$ cat src/rtl/rf3w_master.sv
module rf3w_master #(
  parameter int STEP_CYCLES = 4,
  parameter int GUARD_STEPS = 3
) (
  input  logic        clk,
  input  logic        rst_n,
  input  logic        req_valid,
  input  logic        req_write,
  input  logic [3:0]  req_index,
  input  logic [11:0] req_wdata,
  output logic        busy,
  output logic        done,
  output logic [11:0] rdata,
  output logic        rf_en,
  output logic        rf_clk,
  output logic        rf_dout,
  output logic        rf_doe,
  output logic        rf_aux,
  input  logic        rf_din
);

  localparam int MAXLEN = (GUARD_STEPS > 3) ? GUARD_STEPS : 3;
  localparam int LW = $clog2(MAXLEN + 1);
  localparam int DW = $clog2(STEP_CYCLES + 1);

  typedef enum logic [3:0] {
    S_IDLE, S_SETUP, S_OPEN, S_PRE, S_HIGH, S_POST,
    S_TURN1, S_TURN2, S_RHIGH, S_RLOW, S_RCLOSE, S_CLOSE
  } st_t;

  st_t         st, nst;
  int          nlen;
  logic [DW-1:0] div;
  logic [LW-1:0] left;
  logic [3:0]  pos, rcnt;
  logic        lead, wr;
  logic [15:0] sh;
  logic [1:0]  sync;
  logic        tick, pend, last_bit;

  assign tick     = (div == DW'(STEP_CYCLES - 1));
  assign pend     = tick && (left == '0);
  assign last_bit = (pos == 4'd0);

  always_comb begin
    nst  = S_IDLE;
    nlen = 1;
    case (st)
      S_SETUP: begin nst = S_OPEN; nlen = GUARD_STEPS; end
      S_OPEN:  begin nst = S_PRE;  nlen = 1; end
      S_PRE:   begin nst = S_HIGH; nlen = 2; end
      S_HIGH:
        if (!lead)         begin nst = S_POST; nlen = 1; end
        else if (!last_bit) begin nst = S_HIGH; nlen = 2; end
        else if (wr)       begin nst = S_CLOSE; nlen = GUARD_STEPS; end
        else               begin nst = S_TURN1; nlen = 1; end
      S_POST:
        if (!last_bit)     begin nst = S_PRE; nlen = 1; end
        else if (wr)       begin nst = S_CLOSE; nlen = GUARD_STEPS; end
        else               begin nst = S_TURN1; nlen = 1; end
      S_TURN1: begin nst = S_TURN2; nlen = 2; end
      S_TURN2: begin nst = S_RHIGH; nlen = 3; end
      S_RHIGH: begin nst = S_RLOW;  nlen = 1; end
      S_RLOW:
        if (rcnt == 4'd0)  begin nst = S_RCLOSE; nlen = 1; end
        else               begin nst = S_RHIGH;  nlen = 3; end
      default: begin nst = S_IDLE; nlen = 1; end
    endcase
  end

  always_ff @(posedge clk or negedge rst_n) begin
    if (!rst_n) begin
      sync <= '0;
    end else begin
      sync <= {sync[0], rf_din};
    end
  end

  always_ff @(posedge clk or negedge rst_n) begin
    if (!rst_n) begin
      st    <= S_IDLE;
      div   <= '0;
      left  <= '0;
      pos   <= '0;
      rcnt  <= '0;
      lead  <= 1'b0;
      wr    <= 1'b0;
      sh    <= '0;
      done  <= 1'b0;
      rdata <= '0;
    end else begin
      done <= 1'b0;
      if (st == S_IDLE) begin
        div <= '0;
        if (req_valid) begin
          st   <= S_SETUP;
          left <= LW'(GUARD_STEPS - 1);
          wr   <= req_write;
          sh   <= req_write ? {req_wdata, req_index} : {1'b0, req_index, 11'd0};
          pos  <= req_write ? 4'd15 : 4'd4;
          lead <= 1'b1;
          rcnt <= 4'd11;
        end
      end else begin
        div <= tick ? '0 : div + 1'b1;
        if (tick && left != '0) left <= left - 1'b1;
        if (pend) begin
          st   <= nst;
          left <= LW'(nlen - 1);
          if (((st == S_HIGH && lead) || st == S_POST) && !last_bit) begin
            pos  <= pos - 1'b1;
            sh   <= {sh[14:0], 1'b0};
            lead <= !lead;
          end
          if (st == S_RHIGH) rdata <= {rdata[10:0], sync[1]};
          if (st == S_RLOW && rcnt != 4'd0) rcnt <= rcnt - 1'b1;
          if (st == S_CLOSE || st == S_RCLOSE) done <= 1'b1;
        end
      end
    end
  end

  assign busy    = (st != S_IDLE);
  assign rf_en   = st inside {S_IDLE, S_SETUP, S_CLOSE, S_RCLOSE};
  assign rf_clk  = st inside {S_HIGH, S_TURN1, S_RHIGH};
  assign rf_dout = (st inside {S_PRE, S_HIGH, S_POST}) && sh[15];
  assign rf_doe  = st inside {S_SETUP, S_OPEN, S_PRE, S_HIGH, S_POST, S_TURN1, S_TURN2, S_CLOSE};
  assign rf_aux  = st inside {S_TURN1, S_TURN2, S_RHIGH, S_RLOW, S_RCLOSE};

  assert_data_stable_R2: assert property (@(posedge clk) disable iff (!rst_n)
    (rf_doe && !rf_aux && (rf_clk != $past(rf_clk))) |-> (rf_dout == $past(rf_dout)));
  assert_en_rise_clk_low_R3: assert property (@(posedge clk) disable iff (!rst_n)
    $rose(rf_en) |-> !rf_clk);
  assert_released_on_read_R6: assert property (@(posedge clk) disable iff (!rst_n)
    ($rose(rf_clk) && rf_aux) |-> !rf_doe);
  assert_done_pulse_R8: assert property (@(posedge clk) disable iff (!rst_n)
    done |=> !done);
  assert_busy_ends_done_R8: assert property (@(posedge clk) disable iff (!rst_n)
    $fell(busy) |-> done);
  assert_done_idle_pins_R1: assert property (@(posedge clk) disable iff (!rst_n)
    done |-> (rf_en && !rf_doe && !rf_aux && !rf_clk));

endmodule

$ cat config.mk
export PLATFORM = sky130hd
export DESIGN_NAME = rf3w_master
export DESIGN_NICKNAME = d
export VERILOG_FILES = /design/src/rtl/rf3w_master.sv
export SDC_FILE = /design/constraint.sdc
export NUM_CORES = 1
export LEC_CHECK = 0
export BUFFER_PORTS_ARGS = -buffer_cell sky130_fd_sc_hd__buf_2
export CAP_MARGIN = 20
export CORE_MARGIN = 2
export CORE_UTILIZATION = 55
export CTS_BUF_LIST = sky130_fd_sc_hd__clkbuf_8
export CTS_CLUSTER_DIAMETER = 120
export DETAILED_ROUTE_END_ITERATION = 10
export PLACE_DENSITY = 0.77
export SETUP_SLACK_MARGIN = 0.5
export SLEW_MARGIN = 20
export SYNTH_ARGS = -nofsm -noshare
export SYNTH_HDL_FRONTEND = slang
export SYNTH_SLANG_ARGS = --single-unit
$ cat constraint.sdc
create_clock -name clk -period 3.5 [get_ports clk]
set_clock_uncertainty 0.1 [all_clocks]
set_input_delay 0 -clock clk [delete_from_list [all_inputs] [get_ports clk]]
set_output_delay 0 -clock clk [all_outputs]
set_load 0.05 [all_outputs]
# After elaboration in Yosys (flattened, before gate mapping)
# Cells that the tools add are included.
# totals
register_bits	50
latchBits	0
mem_bits_rw	0
romBits	0
out_inout_bits	19
elab_cells	106
mem_count	0
# op_classes
addsub	5
mul	0
n_div	0
n_lt_le_gt_ge	0
n_eq_ne	13
shifts	0
mux	42
bitwise	1
n_reduce_logical	34
# ops
cell	n
2-to-1 mux 16 bit	5
2-to-1 mux 4 bit	16
one-hot mux 4 bit (9 select lines)	1
2-to-1 mux 2 bit	10
equality test 4 x 3 -> 1 bit, second input constant	4
equality test 4 bit, second input constant	4
logical NOT 4 bit	3
nonzero test 4 bit	3
one-hot mux 2 bit (5 select lines)	1
AND reduction 3 bit	3
nonzero test 3 bit	3
equality test 4 x 2 -> 1 bit, second input constant	2
nonzero test 2 bit	4
nonzero test 8 bit	1
subtractor 4 x 1 -> 4 bit, second input constant	2
2-to-1 mux 1 bit	7
logical AND 1 bit	6
2-to-1 mux 3 bit	2
AND reduction 2 bit	3
nonzero test 5 bit	1
equality test 4 x 1 -> 1 bit, second input constant	1
OR reduction 2 bit	2
adder 3 x 1 -> 3 bit, second input constant	1
equality test 3 x 2 -> 1 bit, second input constant	1
7 further kinds	9

# Logic depth before layout (Yosys ltp)
# Gate-level depths: netlist (run 1).
# depth
ltp_word	7
mapped_depth	7
depth_no_buf	6

# Worst setup path before layout (run 1)
# No wires, ideal clock.
# synth_timing
path_kind	register to output
from	reg st[1]
to	out rf_dout
arrival_ps	2263
required_time_ps	3400
slack_ps	1137
path_stages_with_launch	6
path_buffers	3
cell_sequence	dfrtp_1 buf_2 buf_1 clkbuf_1 a21oi_1 nor3b_1
# synth_via
elab_chain_cells	3
word_cells_on_any_way	5
# synth_lines
element	line_no	text
start, declared	31	st_t st, nst;
start signal, assigned	108	st <= nst;
equality test 4 x 2 -> 1 bit / equality test 4 x 3 -> 1 bit (equally long branches)	126	assign rf_dout = (st inside {S_PRE, S_HIGH, S_POST}) && sh[15];
nonzero test 3 bit *	126	
logical AND 1 bit *	126	
end, declared	16	output logic rf_dout,
# Every way passes the cells marked *; elsewhere a longest branch is shown, timed or not.

# Worst setup path in the final report (run 1)
# layout_timing
from	reg st[2]
to	reg sh[6]
# layout_via
elab_chain_cells	6
word_cells_on_any_way	11
# layout_lines
element	line_no	text
equality test 4 x 3 -> 1 bit	110	if (((st == S_HIGH && lead) || st == S_POST) && !last_bit) begin
logical AND 1 bit	110	
logical OR 1 bit	110	
logical AND 1 bit	110	
nonzero test 2 bit (no line)	n/a	
AND reduction 3 bit (no line)	n/a	
end signal, assigned	99	sh <= req_write ? {req_wdata, req_index} : {1'b0, req_index, 11'd0};
end signal, assigned	112	sh <= {sh[14:0], 1'b0};
end, declared	37	logic [15:0] sh;
# Parallel ways exist; a longest one is shown, timed or not.
# A chain may end at the register's enable or synchronous reset.

==> results of run 1 <==
-- per-layer routing --
layer / up-vias / GRT usage (%) / wire length, µm
met5: - / 0 / 0
met4: 0 / 9.52 / 79
met3: 9 / 4.02 / 210
met2: 59 / 38.4 / 2920
met1: 1088 / 26.7 / 2460
li1: 1077 / - / -
-- repair_timing --
item,in CTS,in global routing
setup buffers,0,0
hold endpoints to repair,63,0
hold buffers,14,0
-- worst max path at each step --
stage                     startpoint  endpoint  depth (start not counted)
final                          st[2]     sh[6]                          4
after global routing           st[2]     sh[7]                          4
after CTS                      st[2]    sh[14]                          5
after detailed placement       st[2]     sh[2]                          5
after global placement         st[2]     sh[4]                          5
after floorplan                st[1]   rf_dout                          5
-- state kept, by name (all words and copies together) (netlist names) --
signal  count
pos         4
sh         16
done        1
sync        2
div         3
left        2
rdata      12
wr          1
lead        1
st          4
rcnt        4
-- cell families (layout without fill, tap and decap cells) --
logic type                 Yosys count  count (layout)  share of synthesized area, %
muxes                               32              32                          13.6
buffers and inverters               31              75                          5.02
and+or+nand+nor                    111             111                          21.5
adders and majority gates            5               5                          2.26
DFF                                 50              50                          45.2
AOI/OAI and AO/OA                   54              54                          12.4
-- placed cells by master (no fill, tap or decap), drive strengths merged, types with 2 or more instances in the layout --
cell type and count:
nor3 6, dlygate4sd3 14, nand3 16, and3 2, o221ai 2, a21oi 16
dfrtp 50, o21ai 16, nor2b 5, nand2b 3, nand3b 2, o22ai 2
clkbuf 5, a32o 2, nand2 46, ha 5, or3b 2, mux2i 5
mux2 27, buf 42, nor3b 5, or3 2, a21boi 2, nor2 12
inv 12, a31oi 4, and2 3
-- worst max-delay path, delay by kind of cell (launching register included) --
| kind | cells | cell delay [ns] |
|---|---|---|
| muxes | 1 | 0.36 |
| and+or+nand+nor | 3 | 1.20 |
| DFF | 1 | 0.77 |
-- where the power goes --
| part | total [W] | internal (W) | switching [W] |
|---|---|---|---|
| Combinational | 0.000961 | 0.000404 | 0.000558 |
| Clock | 0.000417 | 0.000217 | 0.000200 |
| Sequential | 0.000870 | 0.000720 | 0.000149 |
| Total | 0.00225 | 0.00134 | 0.000907 |
-- cell type report --
| class | instances | area (µm²) | area share [%] |
|---|---|---|---|
| tap | 67 | 83.8 | 2.60 |
| inverter | 11 | 41.3 | 1.28 |
| timing repair buffer | 56 | 358 | 11.1 |
| multi-input combinational | 202 | 1380 | 42.7 |
| clock inverter | 3 | 47.5 | 1.47 |
| clock buffer | 5 | 68.8 | 2.13 |
| sequential | 50 | 1250 | 38.8 |
-- through the flow --
stage          area [µm²]  hold slack (ns)  setup slack (ns)  std cells  power (W)
6_report             3230           0.0175             0.968        394    0.00225
3_3_place_gp         2970          0.00935              1.07        372    0.00178
2_1_floorplan        2770           -0.396              1.14        283    0.00163
4_1_cts              3230          0.00714             0.980        394    0.00226
3_5_place_dp         2970           0.0146             0.992        372    0.00183
5_1_grt              3230           0.0504             0.791        394    0.00242
==> impl_metrics.py, run 1 <==
metrics = {
    "timing": {
        "fin_crit_sh_pct": 72.3,
        "drv_slew": 0,
        "min_period_ns": 2.53,
        "max_freq_mhz": 395,
        "relSlewSlack_pct": 55.7,
        "fin_setup_tns_ns": 0,
        "setup_viol": 0,
        "worstMarginPinSlew_ns": 0.663,
        "hold_viol_final": 0,
        "rsz0062_at_grt": "false",
    },
    "synth": {
        "synth-main-ff-cell": "dfrtp_1",
        "synth-edff-count": 0,
        "syn_nets": 309,
        "ys_types": 54,
        "async_reset_ff_share_pct": 100,
        "synth_seq_cells": 50,
        "yosys.area.top_type": "dfrtp_1",
        "synth_top_area_share_pct": 45.2,
        "yosys_warnings": 0,
        "synth_most_common_cell": "dfrtp_1",
        "syn_area_mm2": 0.00277,
        "synth_common_cells": "dfrtp_1, nand2_1, mux2_2, a21oi_1, nand3_1",
        "yosysSeqAreaShare_pct": 45.2,
        "synthTopCellsByArea": "dfrtp_1, mux2_2, nand2_1",
        "syn_avg_cell_area_um2": 9.78,
        "synthCells": 283,
    },
    "placement": {
        "dp_hpwl_um": 3760,
        "port_buffers": 39,
        "gp_routability_congestion": 0.828,
    },
    "routing": {
        "ant_nets": 0,
        "post_drt_wl_per_cell_um": 14.4,
        "drt-pass1-iter-count": 4,
        "dr.first_iter.drc_count": 126,
        "viasPerCell": 5.67,
        "wirelength_um": 5670,
        "num_vias": 2233,
        "drcViolationCount": 0,
    },
    "critical_path": {
        "endpoint_kind": "flip-flop",
        "start_kind": "flip-flop",
        "cp_max_fo": 22,
        "critical_path_arrival_ns": 2.63,
        "reg2reg_slack_ns": 0.97,
        "crit_chain": "nor3b_2 -> nor4b_2 -> nor2_4 -> mux2_4",
        "reg2reg_from": "st[2]",
        "worstSetupPathType": "flip-flop to flip-flop",
        "r2r-end": "sh[6]",
        "rr_worst_depth": 4,
        "cpPeakStageDelay_ns": 0.77,
        "slowest_stage": "dfrtp_1",
        "required_ns": 3.60,
    },
    "grt": {
        "grt_antenna_before_repair": 0,
        "track_usage_pct": 22.0,
        "overflow": 0,
        "grt_max_degree": 51,
        "grt_pass1_wl_um": 9490,
        "grt_pass1_vias": 2198,
    },
    "cells_and_area": {
        "diodes": 0,
        "syn_to_final_growth_pct": 16.6,
        "n_fill_cell": 377,
        "finalNetCount": 352,
        "post-route-util_pct": 67.4,
        "drive_gt1_share_pct": 26.3,
    },
    "run_status": {
        "status": "finished clean",
    },
    "power": {
        "p_leak_nw": 1.63,
        "p_per_area_mw_per_mm2": 697,
        "peakVddDrop_uv": 376,
    },
    "clock_tree": {
        "cts_resized": 0,
        "clk_latency_ns": 0.31,
        "root_buffer": "clkbuf_8",
        "cts_buffers": 5,
        "clk_pin_slew_worst_paths_ns": 0.10,
        "cts_buffer_depth": 2,
        "tritoncts": "built",
        "h-tree-depth": 2,
        "clock-sinks": 50,
    },
    "die": {
        "start_util_pct": 57.8,
        "fp.dieW_um": 74.9,
        "io_pins": 40,
        "die_area_mm2": 0.00561,
        "num_rows": 25,
        "core_area_mm2": 0.00479,
        "die_h_um": 74.9,
    },
    "worst_hold_path": {
        "min_path_cells": 5,
        "hold_path_class": "primary input to flip-flop",
        "hold-path-endpoint": "sh[11]",
        "hold_start": "req_wdata[7]",
    },
    "job": {
        "drv_cap": 0,
    },
}
(Power assumes the default switching activity.)
==> run 2, diff against run 1 <==
- ABC_AREA: not set -> 1
- clock period: 3.5 -> 2.4 ns (I/O delays scaled with it)
==> impl_metrics.py, run 2 <==
metrics = {
    "synth": {
        "async_reset_ff_share_pct": 100,
        "ys_types": 33,
        "synth_common_cells": "nand2_1, dfrtp_1, inv_1, nor2_1, o21ai_0",
        "synthCells": 346,
        "synth-simple-area-share_pct": 25.0,
        "synthTopCellsByArea": "dfrtp_1, nand2_1, inv_1",
        "synth_top_area_share_pct": 44.7,
        "synth_most_common_cell": "nand2_1",
        "synth-compound-area-share_pct": 17.5,
        "syn_area_mm2": 0.00280,
        "synthAdderAreaFrac_pct": 2.24,
        "syn_avg_cell_area_um2": 8.09,
        "synth.area.mux_share_pct": 0,
        "yosys.area_share.xor_xnor_pct": 0.313,
        "synth_top_family_by_area": "simple AND/OR/NAND/NOR gates",
        "yosysSeqAreaShare_pct": 44.7,
        "synth-main-ff-cell": "dfrtp_1",
        "yosys.area.top_type": "dfrtp_1",
        "syn_nets": 372,
        "synth_seq_cells": 50,
        "yosys_warnings": 0,
        "synth-edff-count": 0,
    },
    "power": {
        "sequentialPowerShare_pct": 33.1,
        "switchingPower_w": 0.00174,
        "combPwrFrac_pct": 53.8,
        "p_per_area_mw_per_mm2": 1070,
        "peakVddDrop_uv": 635,
        "switching_share_pct": 47.3,
        "p_leak_nw": 1.72,
        "internal_power_w": 0.00193,
        "power.clock.fraction_pct": 13.1,
    },
    "routing": {
        "num_vias": 2514,
        "post_drt_wl_per_cell_um": 13.3,
        "wirelength_um": 6410,
        "wl_met1_um": 2790,
        "highest_layer": "met4",
        "ant_nets": 0,
        "drt-pass1-iter-count": 4,
        "drcViolationCount": 0,
        "dr_wl_met3_um": 293,
        "viasPerCell": 5.24,
        "wl_met2_um": 3200,
        "dr.first_iter.drc_count": 259,
    },
    "grt": {
        "overflow": 0,
        "grt_pass1_wl_um": 10100,
        "grt_max_degree": 34,
        "grt_pass1_vias": 2338,
        "track_usage_pct": 23.3,
        "grt_antenna_before_repair": 0,
    },
    "timing": {
        "fin_setup_tns_ns": 0,
        "hold_viol_final": 1,
        "min_period_ns": 1.81,
        "drv_slew": 0,
        "worstMarginPinSlew_ns": 0.755,
        "relSlewSlack_pct": 49.7,
        "whs_ns": -0.000165,
        "rsz0062_at_grt": "false",
        "fin_crit_sh_pct": 75.4,
        "setup_viol": 0,
        "max_freq_mhz": 553,
    },
    "critical_path": {
        "critical_path_arrival_ns": 1.95,
        "start_kind": "flip-flop",
        "endpoint_kind": "flip-flop",
        "required_ns": 2.54,
        "worstSetupPathType": "flip-flop to flip-flop",
        "cp_max_fo": 10,
    },
    "die": {
        "io_pins": 40,
        "num_rows": 25,
        "core_area_mm2": 0.00482,
        "start_util_pct": 58.1,
        "die_h_um": 75.3,
        "die_area_mm2": 0.00568,
        "fp.dieW_um": 75.3,
    },
    "cells_and_area": {
        "mostFrequentLayoutCell": "nand2_1",
        "drive_gt1_share_pct": 27.4,
        "fin_cells": 480,
        "finalNetCount": 439,
        "top_regs": "sh (16), rdata (12)",
        "diodes": 0,
        "top_register": "sh",
        "syn_to_final_growth_pct": 22.5,
        "final_cell_mix": "nand2_1, dfrtp_1, inv_1",
        "largest_register_ffs": 16,
    },
    "job": {
        "drv_cap": 0,
    },
    "clock_tree": {
        "cts_buffer_depth": 2,
        "clock-sinks": 50,
        "h-tree-depth": 2,
        "clk_latency_ns": 0.30,
        "root_buffer": "clkbuf_8",
        "cts_buffers": 5,
        "clk_pin_slew_worst_paths_ns": 0.09,
        "tritoncts": "built",
    },
    "placement": {
        "place_inst": 447,
        "dp_hpwl_um": 4230,
        "gp_routability_congestion": 0.927,
        "port_buffers": 39,
    },
    "run_status": {
        "violations": "hold timing",
        "status": "finished, violations left",
    },
    "worst_hold_path": {
        "hold_path_class": "primary input to flip-flop",
    },
}
==> run 2: cell types whose count changed in the layout (fill, tap and decap cells not counted), moves of 7 or more <==
cell     delta
buf_4       +7
nand2_1    +33
o21ai_0    +11
o21ai_2    +19
o21ai_1     +9
inv_1      +36
nor2_1     +16
mux2_2     -21
==> run 2: final cells by class <==
class | instances | area (µm²)
clock inverter | 2 | 13.8
multi-input combinational | 236 | 1370
clock buffer | 5 | 68.8
sequential | 50 | 1250
timing repair buffer | 64 | 420
inverter | 56 | 218
tap | 67 | 83.8
fill | 405 | 1390
==> run 2: worst max-delay path, cell delays in order, from the launching register on <==
cell,delay (ns)
dfrtp_1,0.45
inv_1,0.17
nand2_2,0.12
nor2_4,0.17
nand2_2,0.08
nand2_1,0.13
nand3_4,0.09
buf_4,0.18
nand2_8,0.10
nand2_1,0.08
o21ai_2,0.06
==> run 2: kinds of logic after synthesis <==
family / count (synthesis)
flops: 50
compound gates: 78
fa+ha+maj: 5
xor+xnor: 1
buf+inv: 64
simple gates: 148
==> run 2: repair_timing <==
item / 4_1_cts / 5_1_grt
pin swaps: 1 / 5
endpoints found under the hold margin: 45 / 0
endpoints found under the setup margin: 22 / 43
buffers inserted: 0 / 7
resized for setup: 4 / 13
cloned: 1 / 3
hold buffers: 15 / 0
==> run 2: stage by stage <==
stage / setup WS, ns / power [W] / instance area, µm² / hold WS (ns) / utilization [%]
after floorplan: 0.663 / 0.00266 / 2800 / -0.396 / -
after global placement: 0.392 / 0.00299 / 3030 / 0.00797 / 62.9
after detailed placement: 0.332 / 0.00302 / 3030 / 0.0105 / 62.9
after CTS: 0.476 / 0.00354 / 3300 / 0.00222 / 68.4
after global routing: 0.476 / 0.00398 / 3430 / 0.0414 / 71.2
final: 0.590 / 0.00367 / 3430 / -0.000165 / 71.2
==> run 2: power groups by stage <==
stage	Combinational (W)	Clock, W	Sequential [W]
finish	0.00198	0.000481	0.00122
CTS	0.00184	0.000493	0.00121
global placement	0.00177	0	0.00122
floorplan	0.00141	0	0.00125
global route	0.00221	0.000522	0.00125
detailed placement	0.00179	0	0.00122
==> run 2: routing by layer <==
layer	GRT usage (%)	vias to the layer above
met5	0	-
met2	38.8	76
li1	-	1245
met3	3.44	13
met4	8.58	0
met1	31.0	1180
==> run 2: final timing paths <==
check / from / endpoint / slack, ns / cells past startpoint
max: st[3] / sh[7] / 0.59 / 10
min: req_index[2] / sh[2] / -0.0002 / 5
max reg2reg: st[3] / sh[7] / 0.59 / 10
min reg2reg: sync[0] / sync[1] / 0.27 / 0
max in group asynchronous: rst_n / rdata[10] / 1.37 / 3
min in group asynchronous: rst_n / rcnt[2] / 0.20 / 2
